--- src/rtl/uSeqPkg.sv ---
package uSeqPkg;

  typedef enum logic [1:0] {
    SRC_INC    = 2'b00,
    SRC_LOOKUP = 2'b01,
    SRC_EXT    = 2'b10,
    SRC_TARGET = 2'b11
  } srcSel_e;

  typedef enum logic [2:0] {
    COND_NEVER  = 3'b000,
    COND_ALWAYS = 3'b001,
    COND_NSET   = 3'b010,
    COND_NCLR   = 3'b011,
    COND_ZSET   = 3'b100,
    COND_ZCLR   = 3'b101,
    COND_RSV6   = 3'b110,
    COND_RSV7   = 3'b111
  } condCode_e;

  localparam int SEL_W  = 2;
  localparam int COND_W = 3;

  // strobes from the control decode to the address datapath
  typedef struct packed {
    logic    takeSrc;
    srcSel_e src;
  } seqStrobe_t;

endpackage

--- src/rtl/uSeqControl.sv ---
module uSeqControl
  import uSeqPkg::*;
(
  input  srcSel_e    srcSel,
  input  condCode_e  condCode,
  input  logic       flagN,
  input  logic       flagZ,
  output seqStrobe_t strobe
);

  logic condMet;

  always_comb begin
    unique case (condCode)
      COND_ALWAYS: condMet = 1'b1;
      COND_NSET:   condMet = flagN;
      COND_NCLR:   condMet = ~flagN;
      COND_ZSET:   condMet = flagZ;
      COND_ZCLR:   condMet = ~flagZ;
      default:     condMet = 1'b0;
    endcase
  end

  always_comb begin
    strobe.takeSrc = condMet;
    strobe.src     = srcSel;
  end

endmodule

--- src/rtl/uSeqDatapath.sv ---
module uSeqDatapath
  import uSeqPkg::*;
#(
  parameter int ADDR_W = 10
) (
  input  logic              clk,
  input  logic              rst,
  input  seqStrobe_t        strobe,
  input  logic [ADDR_W-1:0] lookupAddr,
  input  logic [ADDR_W-1:0] extAddr,
  input  logic [ADDR_W-1:0] targetAddr,
  output logic [ADDR_W-1:0] uAddr
);

  logic [ADDR_W-1:0] pcReg;
  logic [ADDR_W-1:0] pcInc;
  logic [ADDR_W-1:0] srcAddr;
  logic [ADDR_W-1:0] nextAddr;

  assign pcInc = pcReg + ADDR_W'(1);

  always_comb begin
    unique case (strobe.src)
      SRC_LOOKUP: srcAddr = lookupAddr;
      SRC_EXT:    srcAddr = extAddr;
      SRC_TARGET: srcAddr = targetAddr;
      default:    srcAddr = pcInc;
    endcase
  end

  assign nextAddr = strobe.takeSrc ? srcAddr : pcInc;

  always_ff @(posedge clk) begin
    if (rst) pcReg <= '0;
    else     pcReg <= nextAddr;
  end

  assign uAddr = pcReg;

endmodule

--- src/rtl/uSeqCore.sv ---
module uSeqCore
  import uSeqPkg::*;
#(
  parameter  int ADDR_W = 10,
  parameter  int CTRL_W = 16,
  localparam int WORD_W = SEL_W + COND_W + CTRL_W + ADDR_W
) (
  input  logic              clk,
  input  logic              rst,
  input  logic [WORD_W-1:0] microWord,
  input  logic              flagN,
  input  logic              flagZ,
  input  logic [ADDR_W-1:0] lookupAddr,
  input  logic [ADDR_W-1:0] extAddr,
  output logic [ADDR_W-1:0] uAddr,
  output logic [CTRL_W-1:0] ctrlOut
);

  localparam int CTRL_LO = ADDR_W;
  localparam int COND_LO = CTRL_LO + CTRL_W;
  localparam int SEL_LO  = COND_LO + COND_W;

  logic [ADDR_W-1:0] targetField;
  srcSel_e           selField;
  condCode_e         condField;
  seqStrobe_t        strobe;

  assign targetField = microWord[ADDR_W-1:0];
  assign ctrlOut     = microWord[COND_LO-1:CTRL_LO];
  assign condField   = condCode_e'(microWord[SEL_LO-1:COND_LO]);
  assign selField    = srcSel_e'(microWord[WORD_W-1:SEL_LO]);

  uSeqControl ctrl_i (
    .srcSel   (selField),
    .condCode (condField),
    .flagN    (flagN),
    .flagZ    (flagZ),
    .strobe   (strobe)
  );

  uSeqDatapath #(.ADDR_W(ADDR_W)) dp_i (
    .clk        (clk),
    .rst        (rst),
    .strobe     (strobe),
    .lookupAddr (lookupAddr),
    .extAddr    (extAddr),
    .targetAddr (targetField),
    .uAddr      (uAddr)
  );

endmodule

--- config.mk ---
export PLATFORM = sky130hd
export DESIGN_NAME = uSeqCore
export DESIGN_NICKNAME = d
export VERILOG_FILES = /design/src/rtl/uSeqPkg.sv /design/src/rtl/uSeqControl.sv /design/src/rtl/uSeqDatapath.sv /design/src/rtl/uSeqCore.sv
export SDC_FILE = /design/constraint.sdc
export NUM_CORES = 1
export LEC_CHECK = 0
export BUFFER_PORTS_ARGS = -buffer_cell sky130_fd_sc_hd__buf_4
export CORE_ASPECT_RATIO = 2
export CORE_MARGIN = 8
export CORE_UTILIZATION = 34
export DETAILED_ROUTE_END_ITERATION = 12
export GPL_ROUTABILITY_DRIVEN = 0
export GPL_TIMING_DRIVEN = 0
export PLACE_DENSITY = 0.86
export SLEW_MARGIN = 25
export SYNTH_ARGS = -nofsm -noshare
export SYNTH_HDL_FRONTEND = slang
export SYNTH_HIERARCHICAL = 1
export SYNTH_SLANG_ARGS = --single-unit
export TNS_END_PERCENT = 30
--- constraint.sdc ---
create_clock -name clk -period 1.5 [get_ports clk]
set_input_delay 0.075 -clock clk [delete_from_list [all_inputs] [get_ports clk]]
set_output_delay 0.075 -clock clk [all_outputs]
set_load 0.005 [all_outputs]
==> flow_metrics.tcl <==
set metrics [dict create \
    cpMaxStageDelayCell "or4_1" \
    syn_area_um2 957 \
    p_sw_w 0.000281 \
    yosysMostFrequentCell "buf_4" \
    crit_path_max_incr_delay_ns 0.50 \
    post-place-cells 201 \
    max_slew_margin_pct 64.6 \
    startpoint_type "register" \
    critical_path.cell_chain "nand4_1 > or4_1 > and3_1" \
    drc 0 \
    netlist-cell-type-count 39 \
    synth_fp_nets 167 \
    viasPerCell 5.61 \
    netSwitchingFraction_pct 28.2 \
    die_w_um 53.5 \
    pin_count 81 \
    p_comb_share_pct 39.0 \
    core_um2 2700 \
    syn_avg_cell_area_um2 8.62 \
    cp_max_fo 7 \
    drt-initial-drc-count 39 \
    skew_ns 0.00134 \
    grt_max_degree 11 \
    synth_compound_area_share_pct 24.7 \
    clk_latency_ns 0.23 \
    cts.sinks 10 \
    cp.arrival_ns 1.55 \
    worstMarginPinSlew_ns 0.528 \
    hpwlAfterDp_um 2900 \
    io_buffers 61 \
    cp.required_ns 1.63 \
    endpoint_kind "register" \
    cts_tree "yes" \
    ir_worst_vdd_v 0.000387 \
    finalSetupViolations 0 \
    finalHoldViolCount 0 \
    yosysSeqAreaShare_pct 20.9 \
    final_cells 206 \
    postCtsHoldBufs 0 \
    grt_pass1_vias 1256 \
    htree_levels 1 \
    initial_core_util_pct 35.4 \
    synth_cells 111 \
    synth_edf_count 0 \
    hp-class "in -> reg" \
    power_density_nw_per_um2 656 \
    postRouteAntennaNets 0 \
    seq_power_share_pct 33.3 \
    grt_usage_pct 13.4 \
    p_clk_share_pct 27.7 \
    power.internal_w 0.000714 \
    cts_buffers 3 \
    layout-drive-gt1-share_pct 54.8 \
    fin_nets 235 \
    async_flop_share_pct 0 \
    synth_simple_gate_area_share_pct 20.4 \
    synth_seq_cells 10 \
    synth_mux_area_share_pct 10.5 \
    power_w 0.000995 \
    period_share_pct 94.9 \
    drv_cap 0 \
    wl_per_cell_um 16.3 \
    path_class "reg -> reg" \
    clockRootBuffer "clkbuf_8" \
    max_clock_freq_mhz 702 \
    rows 27 \
    first_pass_iters 4 \
    rsz0062_at_grt "false" \
    grt_first_pass_wirelength_um 5260 \
    drv_slew 0 \
    synth_xor_area_share_pct 0.915 \
    syn_to_final_growth_pct 58.4 \
    fin_ws_ns 0.0764 \
    status "finished, final reports clean" \
    hold_ws_ns 0.191 \
    totalWireLength_um 3360 \
    synth_top_family_by_area "compound AO/OA/AOI/OAI gates" \
    r2r_slack_ns 0.08 \
    yosys_most_used_dff "dfxtp_1" \
    largest_reg_flops 10 \
    clk_path_buf_depth 2 \
    pre_cts_ws_ns -0.211 \
    leakage_nw 0.723 \
    ys_top_cells_by_count "20 x buf_4, 10 x dfxtp_1, 10 x mux2i_1" \
    overflow 0 \
    dieArea_um2 4870 \
    vias 1155 \
    synth_top_area_share_pct 20.9 \
    yosysWarnings 6 \
    clk_pin_slew_ns 0.05 \
    antenna_found_initial 0 \
    yosysTopAreaCell "dfxtp_1" \
    die_h_um 91.0 \
    antennaDiodeCount 0 \
    synthAdderAreaFrac_pct 1.31 \
    min_period_ns 1.42 \
    synth.top_cells.by_area "dfxtp_1 21%, buf_4 16%, mux2i_1 10%, and4bb_2 3.9%, a311o_1 3.1%" \
]
-- per-layer routing --
metal | track usage [%] | part of all wire (%) | wire length [um] | up-vias
met5 | 0 | 0 | 0 | -
met3 | 7.19 | 13 | 433 | 12
met4 | 8.05 | 3.1 | 104 | 0
li1 | - | - | - | 548
met1 | 10.5 | 31 | 1040 | 520
met2 | 23.8 | 53 | 1780 | 75
-- repair_timing --
action | CTS | global route
gates resized for setup | 0 | 3
setup buffers | 2 | 1
setup endpoints to repair | 1 | 3
pin swaps | 0 | 2
-- power by group through the flow --
stage	Clock [W]	Sequential, W	Combinational [W]
floorplan	0	0.000333	0.000200
global placement	0	0.000334	0.000377
detailed placement	0	0.000336	0.000388
CTS	0.000281	0.000331	0.000391
global route	0.000290	0.000336	0.000422
finish	0.000275	0.000332	0.000388
-- kinds of logic after synthesis --
kind of cell / count (synthesis)
buffers and inverters: 30
and+or+nand+nor: 29
xor gates and xnor gates: 1
AOI/OAI and AO/OA: 30
adders and majority gates: 1
muxes: 10
DFF: 10
-- cell type report --
type                    count  area (um2)
clock buffers               3        41.3
inverters                   3        11.3
fillers                   257        1190
well taps                  29        36.3
repair buffers             64         480
plain buffers              26         191
flip-flops and latches     10         200
multi-input cells          71         556
-- layout by cell type (no fill, tap or decap), drive strengths merged, types with 2 or more instances in the layout --
cell and count:
nor4bb 2, o21ai 5, and3 4, dfxtp 10
o2bb2ai 3, a2111oi 2, a311o 3, and4bb 3
nand4 4, mux2i 10, a311oi 2, or3 2
a31oi 2, nor2 3, nand2 2, inv 3
a221oi 2, a31o 2, nand3 3, buf 87
clkbuf 6, a21oi 3
-- worst max-delay path, delay by kind of cell (launching register included) --
kind,cells,cell delay [ns]
DFF,1,0.43
and+or+nand+nor,3,0.88
-- per-stage QoR --
| stage | instance area, um2 | util [%] | TNS [ns] |
|---|---|---|---|
| after global placement | 1460 | 54.1 | -0.337 |
| after detailed placement | 1460 | 54.1 | -0.820 |
| after global routing | 1520 | 56.1 | 0 |
| final | 1520 | 56.1 | 0 |
| after CTS | 1520 | 56.2 | 0 |
| after floorplan | 967 | - | -0.0234 |
-- final timing paths --
kind / startpoint / depth (start not counted) / end
worst min register to register: dp_i/uAddr[5] / 2 / dp_i/uAddr[5]
worst max-delay path: dp_i/uAddr[3] / 3 / dp_i/uAddr[7]
worst max register to register: dp_i/uAddr[3] / 3 / dp_i/uAddr[7]
worst min-delay path: extAddr[3] / 3 / dp_i/uAddr[3]
Note: power is estimated with default switching activity, not from simulation.
